## src/rtl/tfir_pkg.sv

```systemverilog
package tfir_pkg;

  parameter int FIR_TAPS = 4;

  // Strobes from control to datapath
  typedef struct packed {
    logic [FIR_TAPS-1:0] coefLoad;   // one-hot write enable per coefficient
    logic                impulse;    // unit sample from the self-test source
    logic                useImpulse; // sample source select
  } tfirStrobe_t;

endpackage

```

## src/rtl/tfir_tap.sv

```systemverilog
module tfir_tap #(
  parameter int DATA_W = 8,
  parameter int COEF_W = 8,
  parameter int SUM_W  = 18
) (
  input  logic              clk,
  input  logic              rst,
  input  logic [DATA_W-1:0] sample,
  input  logic [COEF_W-1:0] coef,
  input  logic [SUM_W-1:0]  sumIn,
  output logic [SUM_W-1:0]  sumOut
);

  localparam int PROD_W = DATA_W + COEF_W;

  logic [PROD_W-1:0] product;

  assign product = PROD_W'(sample) * PROD_W'(coef);

  always_ff @(posedge clk) begin
    if (rst) sumOut <= '0;
    else     sumOut <= sumIn + SUM_W'(product);
  end

  // reset clears the tap register
  a_r7_tap_cleared: assert property (@(posedge clk) rst |=> (sumOut == '0));

  // unsigned accumulate never wraps below the incoming partial sum
  a_r2_no_wrap: assert property (@(posedge clk) disable iff (rst)
    1'b1 |=> (sumOut >= $past(sumIn)));

endmodule

```

## src/rtl/tfir_ctrl.sv

```systemverilog
module tfir_ctrl
  import tfir_pkg::*;
#(
  parameter int NTAPS = FIR_TAPS
) (
  input  logic                     clk,
  input  logic                     rst,
  input  logic                     useImpulse,
  input  logic                     coefWr,
  input  logic [$clog2(NTAPS)-1:0] coefIdx,
  output tfirStrobe_t              strobe,
  output logic                     outValid
);

  localparam int IDX_W = $clog2(NTAPS);

  logic started;

  always_ff @(posedge clk) begin
    if (rst) started <= 1'b0;
    else     started <= 1'b1;
  end

  assign outValid          = started;
  assign strobe.useImpulse = useImpulse;
  assign strobe.impulse    = useImpulse & ~started & ~rst;

  for (genvar k = 0; k < NTAPS; k++) begin : g_load
    assign strobe.coefLoad[k] = coefWr & ~useImpulse & (coefIdx == IDX_W'(k));
  end

  // the unit sample is never offered on two edges in a row
  a_r3_single_impulse: assert property (@(posedge clk) disable iff (rst)
    strobe.impulse |=> !strobe.impulse);

  // valid holds until the next reset
  a_r8_valid_holds: assert property (@(posedge clk) disable iff (rst)
    outValid |=> outValid);

  // valid is low right after a reset edge
  a_r8_valid_low_in_reset: assert property (@(posedge clk)
    rst |=> !outValid);

endmodule

```

## src/rtl/tfir_datapath.sv

```systemverilog
module tfir_datapath
  import tfir_pkg::*;
#(
  parameter int NTAPS  = FIR_TAPS,
  parameter int DATA_W = 8,
  parameter int COEF_W = 8,
  parameter int SUM_W  = DATA_W + COEF_W + $clog2(NTAPS)
) (
  input  logic              clk,
  input  logic              rst,
  input  tfirStrobe_t       strobe,
  input  logic [COEF_W-1:0] coefData,
  input  logic [DATA_W-1:0] sampleIn,
  output logic [SUM_W-1:0]  sumOut
);

  logic [COEF_W-1:0] coefBank [NTAPS];
  logic [SUM_W-1:0]  partial  [NTAPS+1];
  logic [DATA_W-1:0] tapSample;

  // Sample source select: external stream or self-test unit sample
  assign tapSample = strobe.useImpulse ? DATA_W'(strobe.impulse) : sampleIn;

  // Far end of the chain has no neighbour
  assign partial[NTAPS] = '0;

  for (genvar k = 0; k < NTAPS; k++) begin : g_tap
    // Coefficient register, deliberately outside reset
    always_ff @(posedge clk) begin
      if (strobe.coefLoad[k]) coefBank[k] <= coefData;
    end

    tfir_tap #(
      .DATA_W(DATA_W),
      .COEF_W(COEF_W),
      .SUM_W (SUM_W)
    ) u_tap (
      .clk   (clk),
      .rst   (rst),
      .sample(tapSample),
      .coef  (coefBank[k]),
      .sumIn (partial[k+1]),
      .sumOut(partial[k])
    );

    // coefficients hold while self-test mode is selected
    a_r6_coef_frozen: assert property (@(posedge clk)
      strobe.useImpulse |=> $stable(coefBank[k]));
  end

  assign sumOut = partial[0];

  // at most one coefficient written per edge
  a_r5_one_write: assert property (@(posedge clk) $onehot0(strobe.coefLoad));

endmodule

```

## src/rtl/tfir_selftest.sv

```systemverilog
module tfir_selftest
  import tfir_pkg::*;
#(
  parameter int NTAPS  = FIR_TAPS,
  parameter int DATA_W = 8,
  parameter int COEF_W = 8,
  parameter int SUM_W  = DATA_W + COEF_W + $clog2(NTAPS)
) (
  input  logic                     clk,
  input  logic                     rst,
  input  logic                     use_impulse,
  input  logic [DATA_W-1:0]        sample_in,
  input  logic                     coef_wr,
  input  logic [$clog2(NTAPS)-1:0] coef_idx,
  input  logic [COEF_W-1:0]        coef_data,
  output logic [SUM_W-1:0]         sum_out,
  output logic                     out_valid
);

  tfirStrobe_t strobe;

  tfir_ctrl #(.NTAPS(NTAPS)) u_ctrl (
    .clk       (clk),
    .rst       (rst),
    .useImpulse(use_impulse),
    .coefWr    (coef_wr),
    .coefIdx   (coef_idx),
    .strobe    (strobe),
    .outValid  (out_valid)
  );

  tfir_datapath #(
    .NTAPS (NTAPS),
    .DATA_W(DATA_W),
    .COEF_W(COEF_W),
    .SUM_W (SUM_W)
  ) u_dp (
    .clk     (clk),
    .rst     (rst),
    .strobe  (strobe),
    .coefData(coef_data),
    .sampleIn(sample_in),
    .sumOut  (sum_out)
  );

endmodule

```

## config.mk

```make
export PLATFORM = sky130hd
export DESIGN_NAME = tfir_selftest
export DESIGN_NICKNAME = d
export VERILOG_FILES = /design/src/rtl/tfir_pkg.sv /design/src/rtl/tfir_tap.sv /design/src/rtl/tfir_ctrl.sv /design/src/rtl/tfir_datapath.sv /design/src/rtl/tfir_selftest.sv
export SDC_FILE = /design/constraint.sdc
export NUM_CORES = 1
export LEC_CHECK = 0
export ABC_AREA = 1
export BUFFER_PORTS_ARGS = -buffer_cell sky130_fd_sc_hd__buf_2
export CAP_MARGIN = 20
export CORE_MARGIN = 4
export CORE_UTILIZATION = 40
export DETAILED_ROUTE_END_ITERATION = 16
export REMOVE_ABC_BUFFERS = 1
export SETUP_SLACK_MARGIN = 0.05
export SYNTH_ARGS = -nofsm -noshare
export SYNTH_HDL_FRONTEND = slang
export SYNTH_SLANG_ARGS = --single-unit
```

## constraint.sdc

```tcl
create_clock -name clk -period 10.8 [get_ports clk]
set_input_delay 2.7 -clock clk [delete_from_list [all_inputs] [get_ports clk]]
set_output_delay 2.7 -clock clk [all_outputs]
set_load 0.02 [all_outputs]
```

==> metrics.cfg, run 1 <==
[run_status]
status = complete, no violations

[sta]
min_period_ns = 7.49
fin_skew_ns = 0.0121
finalCritPeriodShare_pct = 69.3
max_slew_margin_pct = 35.1
max_freq_ghz = 0.134
totalNegativeSetupSlack_ns = 0
drv_slew = 0
worstMarginPinSlew_ns = 0.971
hold_viol = 0
rsz0062_at_grt = false
setup_viol = 0

[drt]
drt-total-wl_um = 32700
vias = 10697
wl_per_cell_um = 14.4
viasPerCell = 4.70
firstDrtPassIters = 5
drt_iter0_markers = 485
ant_nets = 0
drcViolationCount = 0

[yosys]
ys_ff_latch = 103
synth-xor-area-share_pct = 0.260
syn_inst = 1801
synth_top_family_by_area = adder cells
ys_seq_area_share_pct = 17.7
synth_cell_type_count = 33
synthArstFlopShare_pct = 0
syn_area_mm2 = 0.0135
synthMuxAreaShare_pct = 0
ys.warnings.count = 0
synth-compound-area-share_pct = 2.68
synth-adder-area-share_pct = 42.1
yosys.area_share.simple_pct = 21.1
synth_edf_count = 32
synth_area_per_cell_um2 = 7.49
synthFlopType = dfxtp_1

[worst_setup_path]
critical_path_class = in2reg
critPathTopFamily = adder cells
crit_buf_inv = 8
timing.rr.start = u_dp.coefBank[2][2]$_DFFE_PP_
r2r_cells = 19
cp-startpoint = rst
slowest_stage = inv_2
cp-endpoint = u_dp.g_tap[2].u_tap.sumOut[17]$_SDFF_PP0_
r2r_end = u_dp.g_tap[2].u_tap.sumOut[17]$_SDFF_PP0_
cp.depth = 23
crit_chain = buf_2 -> inv_2 -> nand2_1 -> nand2_2 -> inv_2 -> nor2_1 -> ha_1 -> inv_1 -> fa_1 -> inv_1 -> fa_1 -> inv_1 -> fa_1 -> inv_1 -> ha_1 -> nand2_1 -> inv_1 -> nand2_1 -> nand2_1 -> nand2_1 -> nand3_1 -> a21oi_1 -> nor2_1
cp-end-kind = register
worstSetupStartpointType = input pin
r2r_slack_ns = 6.36
path_max_fanout = 49
arrival_ns = 7.70
crit_path_max_incr_delay_ns = 0.79
crit_required_ns = 11.01

[global_routing]
grt_pass1_vias = 11185
busiest_layer = met2
grt_pass1_wl_um = 55000
grt_start_max_net_pins = 50
overflow = 0
use_met3_pct = 2.34
antenna_found_initial = 0
met2_usage_pct = 34.6
gr-usage-met1_pct = 23.3
track_usage_pct = 18.8

[cells_and_area]
fin_area_mm2 = 0.0144
fill_cells = 3390
drive_gt1_share_pct = 4.97
multi_input_area_mm2 = 0.00892
seqCellArea_mm2 = 0.00238
area_delta_synth_final_pct = 7.01
antenna_cells = 0
nNetsFinal = 2191

[floorplanning]
start_util_pct = 41.0
core-area_mm2 = 0.0329
dieWidth_um = 192
io_pins = 41
die_area_mm2 = 0.0367
die_h_um = 192
std_cell_rows = 66

[pwr]
pwr-share-comb_pct = 62.9
power.total_mw = 2.31
seq_power_share_pct = 21.6
peakVddDrop_v = 0.0000880
power.leakage_nw = 8.34
clkPwrFrac_pct = 15.4
power.density_mw_per_mm2 = 160
switching_share_pct = 48.5
p_sw_mw = 1.12
p_int_mw = 1.19

[cts]
cts_resized = 0
cts_buffers = 9
cts_tree = yes
htree_levels = 3
clock-root-buffer = clkbuf_16
insertion_delay_ns = 0.36
clk_path_buf_depth = 2
clock_sinks = 103
hold_buffers = 0
cts.reportedPaths.clkPinSlew_ns = 0.07
post-cts-setup-buffers = 0

[job]
cap_violations = 0

[placed_design]
portBuffers = 40
routabilityCongestion = 0.856
dpl_cell_area_mm2 = 0.0141
post-dp-hpwl_um = 26400

[worst_hold_path]
hold_start = u_dp.g_tap[1].u_tap.sumOut[0]$_SDFF_PP0_
hp-class = reg2reg

## cells in the mapped netlist (all sizes together) (5+ instances only)
| library cell | instances | share of area, % |
|---|---|---|
| nand3 | 46 | 1.9 |
| o21ai | 17 | 0.66 |
| nand2 | 403 | 11 |
| dfxtp | 71 | 11 |
| ha | 155 | 14 |
| fa | 187 | 28 |
| a21oi | 50 | 1.9 |
| nor3 | 5 | 0.19 |
| inv | 534 | 15 |
| clkbuf | 8 | 0.31 |
| nor2 | 250 | 7.1 |
| edfxtp | 32 | 7.1 |
| buf | 23 | 0.93 |
| and2 | 7 | 0.32 |
## layer usage
| layer | up-vias | wire (um) |
|---|---|---|
| met5 | - | 0 |
| met3 | 55 | 1500 |
| li1 | 5227 | - |
| met1 | 5171 | 14100 |
| met4 | 0 | 684 |
| met2 | 244 | 16400 |
## power groups by stage
| stage | combinational (mW) | sequential (mW) | clock [mW] |
|---|---|---|---|
| 6_report | 1.45 | 0.500 | 0.356 |
| 5_1_grt | 1.71 | 0.507 | 0.383 |
| 4_1_cts | 1.46 | 0.500 | 0.366 |
| 3_5_place_dp | 1.44 | 0.509 | 0 |
| 3_3_place_gp | 1.42 | 0.510 | 0 |
| 2_1_floorplan | 1.09 | 0.528 | 0 |
## cell usage in the layout, fill, tap and decap left out, drive strengths merged, types with 17 or more instances in the layout
cell type  Yosys  final
ha           155    155
a21oi         50     50
o21ai         17     17
edfxtp        32     32
nor2         250    250
nand3         46     46
dfxtp         71     71
fa           187    187
inv          534    534
buf           23     45
nand2        403    403
## sequential cells by signal, indices dropped and copies added (netlist names)
signal / count
u_dp.g_tap.u_tap.sumOut: 70
u_dp.coefBank: 32
u_ctrl.outValid: 1
## worst min path at each step
stage                                               end  slack (ns)  cells after the start
2_1_floorplan  u_dp.g_tap[0].u_tap.sumOut[0]$_SDFF_PP0_        0.53                      3
3_3_place_gp   u_dp.g_tap[0].u_tap.sumOut[0]$_SDFF_PP0_        0.56                      3
3_5_place_dp   u_dp.g_tap[0].u_tap.sumOut[0]$_SDFF_PP0_        0.57                      3
4_1_cts        u_dp.g_tap[0].u_tap.sumOut[0]$_SDFF_PP0_        0.59                      3
5_1_grt        u_dp.g_tap[2].u_tap.sumOut[0]$_SDFF_PP0_        0.63                      3
6_report       u_dp.g_tap[0].u_tap.sumOut[0]$_SDFF_PP0_        0.58                      3
## stage by stage
stage | setup slack [ns] | hold slack [ns] | util, % | cells
2_1_floorplan | 4.17 | 0.532 | - | 1770
3_3_place_gp | 3.06 | 0.561 | 42.9 | 2255
3_5_place_dp | 2.93 | 0.568 | 42.9 | 2257
4_1_cts | 3.31 | 0.585 | 43.9 | 2273
5_1_grt | 3.00 | 0.629 | 43.9 | 2274
6_report | 3.31 | 0.578 | 43.9 | 2274
## layout make-up
cell class,instances,share of cell area [%]
clock buffers,10,1.59
clock inverters,6,0.598
inverters,536,13.9
multi-input cells,1131,61.8
flip-flops and latches,103,16.5
well taps,442,3.83
repair buffers,46,1.68
## cell families after synthesis
logic type      count (synthesis)
compound gates                 70
xor+xnor                        4
flops                         103
buf+inv                       567
fa+ha+maj                     342
simple gates                  715
## worst reg2reg max path, delay by kind of cell, from the launching register on
family	cells	cell delay, ns
flip-flops	1	0.51
AO/OA/AOI/OAI	1	0.28
AND/OR/NAND/NOR	7	0.66
buffers and inverters	6	0.46
adder cells (fa/ha/maj)	5	2.38
(Power assumes the default switching activity.)
==> inputs of run 2 (changes only) <==
- ABC_AREA: 1 -> 0
- clock period: 10.8 -> 7.1 ns (I/O delays scaled with it)
==> metrics.cfg, run 2 <==
[sta]
max_freq_ghz = 0.164
worstMarginPinSlew_ns = 0.853  ; was 0.971 ns
hold_viol = 0  ; unchanged
setup_viol = 0  ; unchanged
totalNegativeSetupSlack_ns = 0  ; unchanged
max_slew_margin_pct = 42.9  ; was 35.1%
fin_skew_ns = 0.00787  ; was 0.0121 ns
finalCritPeriodShare_pct = 86.0
min_period_ns = 6.11
drv_slew = 0  ; unchanged
rsz0062_at_grt = false  ; unchanged

[global_routing]
grt_start_max_net_pins = 51  ; was 50
grt_pass1_wl_um = 45400  ; was 55000 um
overflow = 0  ; unchanged
antenna_found_initial = 0  ; unchanged
track_usage_pct = 15.5  ; was 18.8%
grt_pass1_vias = 9726  ; was 11185

[drt]
firstDrtPassIters = 4  ; was 5
viasPerCell = 4.81  ; was 4.70
drt_iter0_markers = 205  ; was 485
ant_nets = 0  ; unchanged
drt-total-wl_um = 25900  ; was 32700 um
vias = 8992  ; was 10697
wl_per_cell_um = 13.9  ; was 14.4 um
drcViolationCount = 0  ; unchanged

[yosys]
ys_ff_latch = 103  ; unchanged
synth_cell_type_count = 48  ; was 33
synth_area_per_cell_um2 = 8.97  ; was 7.49 um^2
synth_edf_count = 32  ; unchanged
syn_inst = 1437  ; was 1801
synthTopCellsByCount = 360 x inv_1, 187 x fa_1, 155 x ha_1, 137 x nand2_1, 132 x and2_1  ; was 527 x inv_1, 391 x nand2_1, 243 x nor2_1, 187 x fa_1, 155 x ha_1
syn_area_mm2 = 0.0129  ; was 0.0135 mm^2
ys_seq_area_share_pct = 18.5  ; was 17.7%
synthMostInstantiatedCell = inv_1  ; unchanged
ys.warnings.count = 0  ; unchanged
yosysTopAreaCellShare_pct = 29.1  ; was 27.8%
synthArstFlopShare_pct = 0  ; unchanged
synthFlopType = dfxtp_1  ; unchanged
yosysTopAreaCell = fa_1  ; unchanged
synthTopCellsByArea = fa_1 29%, ha_1 15%, dfxtp_1 11%  ; was fa_1 28%, inv_1 15%, ha_1 14%

[cells_and_area]
multi_input_area_mm2 = 0.00902  ; was 0.00892 mm^2
seqCellArea_mm2 = 0.00238  ; unchanged
final_common_cell = inv_1  ; unchanged
area_delta_synth_final_pct = 8.15  ; was 7.01%
fin_cells = 1870  ; was 2274
drive_gt1_share_pct = 6.13  ; was 4.97%
antenna_cells = 0  ; unchanged
top_register = u_dp.g_tap.u_tap.sumOut  ; unchanged
nNetsFinal = 1827  ; was 2191
largest_reg_flops = 70  ; unchanged
fill_cells = 3138  ; was 3390
mostFrequentLayoutCells = 360 x inv_1, 187 x fa_1, 155 x ha_1, 137 x nand2_1, 132 x and2_1  ; was 527 x inv_1, 391 x nand2_1, 243 x nor2_1, 187 x fa_1, 155 x ha_1

[cts]
clock_sinks = 103  ; unchanged
htree_levels = 3  ; unchanged
cts.reportedPaths.clkPinSlew_ns = 0.07  ; about the same
insertion_delay_ns = 0.35  ; was 0.36 ns
cts_tree = yes  ; unchanged
clk_path_buf_depth = 2  ; unchanged
clock-root-buffer = clkbuf_16  ; unchanged
post-cts-setup-buffers = 0  ; unchanged
cts_buffers = 9  ; unchanged
hold_buffers = 0  ; unchanged
cts_resized = 0  ; unchanged

[worst_hold_path]
hp-class = reg2reg  ; unchanged

[placed_design]
routabilityCongestion = 0.819  ; was 0.856
dpl.cell_count = 1854  ; was 2257
post-dp-hpwl_um = 21300  ; was 26400 um
portBuffers = 40  ; unchanged

[pwr]
peakVddDrop_v = 0.000131  ; was 0.0000880 V
power.density_mw_per_mm2 = 238  ; was 160 mW/mm^2
power.leakage_nw = 7.18  ; was 8.34 nW

[floorplanning]
core-area_mm2 = 0.0316  ; was 0.0329 mm^2
die_h_um = 187  ; was 192 um
io_pins = 41  ; unchanged
start_util_pct = 40.7  ; was 41.0%
die_area_mm2 = 0.0351  ; was 0.0367 mm^2
std_cell_rows = 65  ; was 66
dieWidth_um = 187  ; was 192 um

[worst_setup_path]
path_max_fanout = 32  ; was 49
slowest_stage = fa_1  ; was inv_2
crit_required_ns = 7.33  ; was 11.01 ns
cp-end-kind = register  ; unchanged
arrival_ns = 6.34  ; was 7.70 ns
critical_path_class = in2reg  ; unchanged
worstSetupStartpointType = input pin  ; unchanged
crit_chain = buf_2 -> nor2b_2 -> buf_4 -> nand2_1 -> fa_1 -> fa_1 -> inv_1 -> fa_1 -> inv_1 -> fa_1 -> inv_1 -> ha_1 -> o21a_1 -> and3b_1 -> or2_4 -> a311oi_2 -> mux2_2  ; was buf_2 -> inv_2 -> nand2_1 -> nand2_2 -> inv_2 -> nor2_1 -> ha_1 -> inv_1 -> fa_1 -> inv_1 -> fa_1 -> inv_1 -> fa_1 -> inv_1 -> ha_1 -> nand2_1 -> inv_1 -> nand2_1 -> nand2_1 -> nand2_1 -> nand3_1 -> a21oi_1 -> nor2_1
crit_path_max_incr_delay_ns = 0.52  ; was 0.79 ns
crit_top_cell = fa_1

[run_status]
status = complete, no violations  ; unchanged

[job]
cap_violations = 0  ; unchanged

==> run 2: changes by cell type after synthesis, sizes merged, moves of 13 or more <==
cell,before,now
buf,23,7
inv,534,360
nor2,250,73
o21a,0,16
nor2b,0,32
nand3,46,3
xnor2,3,20
a21oi,50,29
a211oi,0,14
nand2,403,137
xor2,1,14
clkbuf,8,34
o21ai,17,31
and2,7,132
==> run 2: final cells by class <==
class                      count  share of cell area [%]
tap                          402                    3.61
timing repair buffer          56                    2.66
multi-input combinational    933                    64.7
inverter                     360                    9.70
clock inverter                 4                   0.368
sequential                   103                    17.1
clock buffer                  12                    1.84
==> run 2: logic make-up (layout without fill, tap and decap cells) <==
family / count (synthesis) / count (layout) / share of synthesized area [%]
compound gates: 138 / 138 / 7.04
simple gates: 414 / 414 / 15.9
flops: 103 / 103 / 18.5
buf+inv: 401 / 432 / 11.7
fa+ha+maj: 342 / 342 / 44.1
mux: 5 / 5 / 0.437
xor+xnor: 34 / 34 / 2.31
==> run 2: final timing paths <==
kind | startpoint | end | slack, ns | cells after the start
min | u_dp.g_tap[1].u_tap.sumOut[0]$_SDFF_PP0_ | u_dp.g_tap[0].u_tap.sumOut[0]$_SDFF_PP0_ | 0.57 | 2
max reg2reg | u_dp.coefBank[2][2]$_DFFE_PP_ | u_dp.g_tap[2].u_tap.sumOut[16]$_SDFF_PP0_ | 2.41 | 15
max | use_impulse | u_dp.g_tap[2].u_tap.sumOut[16]$_SDFF_PP0_ | 0.99 | 17
min reg2reg | u_dp.g_tap[1].u_tap.sumOut[0]$_SDFF_PP0_ | u_dp.g_tap[0].u_tap.sumOut[0]$_SDFF_PP0_ | 0.57 | 2
==> run 2: power by group <==
group	total [mW]	internal (mW)	leakage, nW	switching (mW)
sequential	0.765	0.723	0.878	0.0414
clock	0.519	0.294	0.151	0.225
combinational	2.03	0.863	6.15	1.17
==> run 2: metal layers <==
layer,GRT usage (%),part of all wire [%],vias to the layer above
met1,18.8,44,4419
met4,3.92,1.7,0
li1,-,-,4405
met5,0,0,-
met2,29.2,52,127
met3,2.00,3.0,41
==> run 2: through the flow <==
step | utilization (%) | cell area [um^2] | power, mW | hold WS (ns) | setup slack [ns]
after floorplan | - | 12700 | 2.39 | 0.536 | 0.459
after global placement | 43.1 | 13600 | 2.78 | 0.555 | 0.703
after detailed placement | 43.1 | 13600 | 2.82 | 0.565 | 0.635
after CTS | 44.0 | 13900 | 3.36 | 0.579 | 1.01
after global routing | 44.0 | 13900 | 3.71 | 0.639 | 0.711
final | 44.0 | 13900 | 3.32 | 0.572 | 0.993
==> run 2: critical path, delay by kind of cell <==
kind	cells	cell delay, ns
AO/OA/AOI/OAI	2	0.50
adder cells (fa/ha/maj)	5	2.26
buffers and inverters	5	0.69
multiplexers	1	0.36
AND/OR/NAND/NOR	4	0.76
==> inputs of run 3 (changes only) <==
==> constraint.sdc (replaced) <==
create_clock -name clk -period 7.1 [get_ports clk]
set_input_delay 0.355 -clock clk [delete_from_list [all_inputs] [get_ports clk]]
set_output_delay 0.355 -clock clk [all_outputs]
set_load 0.02 [all_outputs]
==> metrics.cfg, run 3 (same netlist as run 2, synthesis figures left out) <==
[cells_and_area]
multi_input_area_mm2 = 0.00903  ; was 0.00902 mm^2
largest_reg_flops = 70  ; unchanged
drive_gt1_share_pct = 5.69  ; was 6.13%
area_delta_synth_final_pct = 7.16  ; was 8.15%
final_common_cell = inv_1  ; unchanged
fin_cells = 1861  ; was 1870
mostFrequentLayoutCells = 360 x inv_1, 187 x fa_1, 155 x ha_1, 137 x nand2_1, 132 x and2_1  ; unchanged
seqCellArea_mm2 = 0.00238  ; unchanged
nNetsFinal = 1818  ; was 1827
top_register = u_dp.g_tap.u_tap.sumOut  ; unchanged
fill_cells = 3145  ; was 3138
antenna_cells = 0  ; unchanged
post-route-util_pct = 43.6  ; was 44.0%

[sta]
hold_viol = 0  ; unchanged
max_slew_margin_pct = 34.7  ; was 42.9%
fin_skew_ns = 0.0132  ; was 0.00787 ns
drv_slew = 0  ; unchanged
rsz0062_at_grt = false  ; unchanged
finalCritPeriodShare_pct = 72.9  ; was 86.0%
max_freq_ghz = 0.193  ; was 0.164 GHz
setup_viol = 0  ; unchanged
worstMarginPinSlew_ns = 0.978  ; was 0.853 ns
min_period_ns = 5.17  ; was 6.11 ns
totalNegativeSetupSlack_ns = 0  ; unchanged

[worst_setup_path]
r2r_slack_ns = 2.05  ; was 2.41 ns
path_max_fanout = 32  ; unchanged
timing.rr.start = u_ctrl.outValid$_DFF_P_  ; was u_dp.coefBank[2][2]$_DFFE_PP_
critical_path_class = in2reg  ; unchanged
cp-end-kind = register  ; unchanged
worstSetupStartpointType = input pin  ; unchanged
r2r_cells = 14  ; was 15
r2r_end = u_dp.g_tap[3].u_tap.sumOut[12]$_SDFF_PP0_  ; was u_dp.g_tap[2].u_tap.sumOut[16]$_SDFF_PP0_
arrival_ns = 5.41  ; was 6.34 ns
crit_required_ns = 7.33  ; about the same

[placed_design]
portBuffers = 40  ; unchanged
routabilityCongestion = 0.849  ; was 0.819
dpl.cell_count = 1845  ; was 1854
post-dp-hpwl_um = 20700  ; was 21300 um

[global_routing]
grt_pass1_wl_um = 45300  ; was 45400 um
overflow = 0  ; unchanged
antenna_found_initial = 0  ; unchanged
grt_start_max_net_pins = 56  ; was 51
track_usage_pct = 15.6  ; was 15.5%
grt_pass1_vias = 9370  ; was 9726

[floorplanning]
dieWidth_um = 187  ; unchanged
die_h_um = 187  ; unchanged
die_area_mm2 = 0.0351  ; unchanged
core-area_mm2 = 0.0316  ; unchanged
start_util_pct = 40.7  ; unchanged
io_pins = 41  ; unchanged
std_cell_rows = 65  ; unchanged

[run_status]
status = complete, no violations  ; unchanged

[cts]
insertion_delay_ns = 0.37  ; was 0.35 ns
cts_resized = 0  ; unchanged
cts_buffers = 9  ; unchanged
htree_levels = 3  ; unchanged
post-cts-setup-buffers = 0  ; unchanged
cts_tree = yes  ; unchanged
clk_path_buf_depth = 2  ; unchanged
clock-root-buffer = clkbuf_16  ; unchanged
clock_sinks = 103  ; unchanged
cts.reportedPaths.clkPinSlew_ns = 0.08  ; was 0.07 ns
hold_buffers = 0  ; unchanged

[drt]
ant_nets = 0  ; unchanged
drt_iter0_markers = 302  ; was 205
vias = 9013  ; was 8992
drcViolationCount = 0  ; unchanged
firstDrtPassIters = 4  ; unchanged
viasPerCell = 4.84  ; was 4.81
drt-total-wl_um = 26300  ; was 25900 um
wl_per_cell_um = 14.1  ; was 13.9 um

[worst_hold_path]
hold_start = coef_data[1]  ; was u_dp.g_tap[1].u_tap.sumOut[0]$_SDFF_PP0_
holdPathStages = 1  ; was 2
hold_end = u_dp.coefBank[1][1]$_DFFE_PP_  ; was u_dp.g_tap[0].u_tap.sumOut[0]$_SDFF_PP0_
hp-class = in2reg  ; was reg2reg

[pwr]
power.density_mw_per_mm2 = 239  ; was 238 mW/mm^2
peakVddDrop_v = 0.000144  ; was 0.000131 V
power.leakage_nw = 7.12  ; was 7.18 nW

[job]
cap_violations = 0  ; unchanged

run 3: cell count changes in the layout (fill, tap and decap cells not counted):
| cell | change |
|---|---|
| clkbuf_1 | -1 |
| clkbuf_8 | -2 |
| clkinv_1 | -1 |
| bufinv_16 | -1 |
| clkinv_4 | +1 |
| clkinvlp_4 | +1 |
| buf_4 | -5 |
| inv_6 | +2 |
| inv_8 | +1 |
| buf_12 | -4 |
| nor2b_2 | -2 |
| nor2b_4 | +2 |
run 3: how the worst max path moves through the flow:
| stage | cells after the start | start | slack (ns) | to |
|---|---|---|---|---|
| after floorplan | 16 | sample_in[6] | 1.88 | u_dp.g_tap[2].u_tap.sumOut[16]$_SDFF_PP0_ |
| after global placement | 16 | use_impulse | 1.55 | u_dp.g_tap[3].u_tap.sumOut[12]$_SDFF_PP0_ |
| after detailed placement | 16 | use_impulse | 1.53 | u_dp.g_tap[3].u_tap.sumOut[12]$_SDFF_PP0_ |
| after CTS | 16 | use_impulse | 1.90 | u_dp.g_tap[3].u_tap.sumOut[12]$_SDFF_PP0_ |
| after global routing | 17 | use_impulse | 1.76 | u_dp.g_tap[0].u_tap.sumOut[16]$_SDFF_PP0_ |
| final | 16 | use_impulse | 1.93 | u_dp.g_tap[3].u_tap.sumOut[12]$_SDFF_PP0_ |
run 3: layout make-up:
class | count | share of cell area, %
flip-flops and latches | 103 | 17.3
inverters | 360 | 9.79
clock buffers | 9 | 1.63
repair buffers | 47 | 1.83
multi-input cells | 933 | 65.4
well taps | 402 | 3.64
clock inverters | 7 | 0.453
run 3: through the flow:
step                      power [mW]  hold slack [ns]  worst slack (ns)  cell area [um^2]
after CTS                       3.35            0.213              1.90             13800
after global placement          2.77            0.550              1.55             13500
after detailed placement        2.82            0.552              1.53             13500
after global routing            3.69            0.224              1.76             13800
final                           3.30            0.229              1.93             13800
after floorplan                 2.39            0.422              1.88             12700
run 3: report_power, final:
| group | total [mW] | internal [mW] | switching, mW | leakage (nW) |
|---|---|---|---|---|
| logic | 2.04 | 0.858 | 1.18 | 6.10 |
| clock network | 0.502 | 0.246 | 0.256 | 0.139 |
| registers | 0.765 | 0.723 | 0.0416 | 0.878 |
run 3: critical path: stages:
cell and delay, ns:
buf_2 0.19, nor2b_4 0.79, nand2_1 0.17, fa_1 0.54, inv_1 0.05, fa_1 0.48
fa_1 0.49, inv_1 0.05, fa_1 0.48, inv_1 0.04, ha_1 0.19, or3_1 0.40
o32ai_1 0.60, o21ai_0 0.23, xnor2_1 0.27, nor2_1 0.07
run 3: metal layers:
| metal | track usage [%] | part of all wire [%] | vias up | routed length [um] |
|---|---|---|---|---|
| met1 | 19.2 | 44 | 4502 | 11600 |
| met5 | 0 | 0 | - | 0 |
| met3 | 2.13 | 2.8 | 29 | 746 |
| li1 | - | - | 4376 | - |
| met4 | 3.36 | 1.5 | 0 | 397 |
| met2 | 29.3 | 51 | 106 | 13500 |
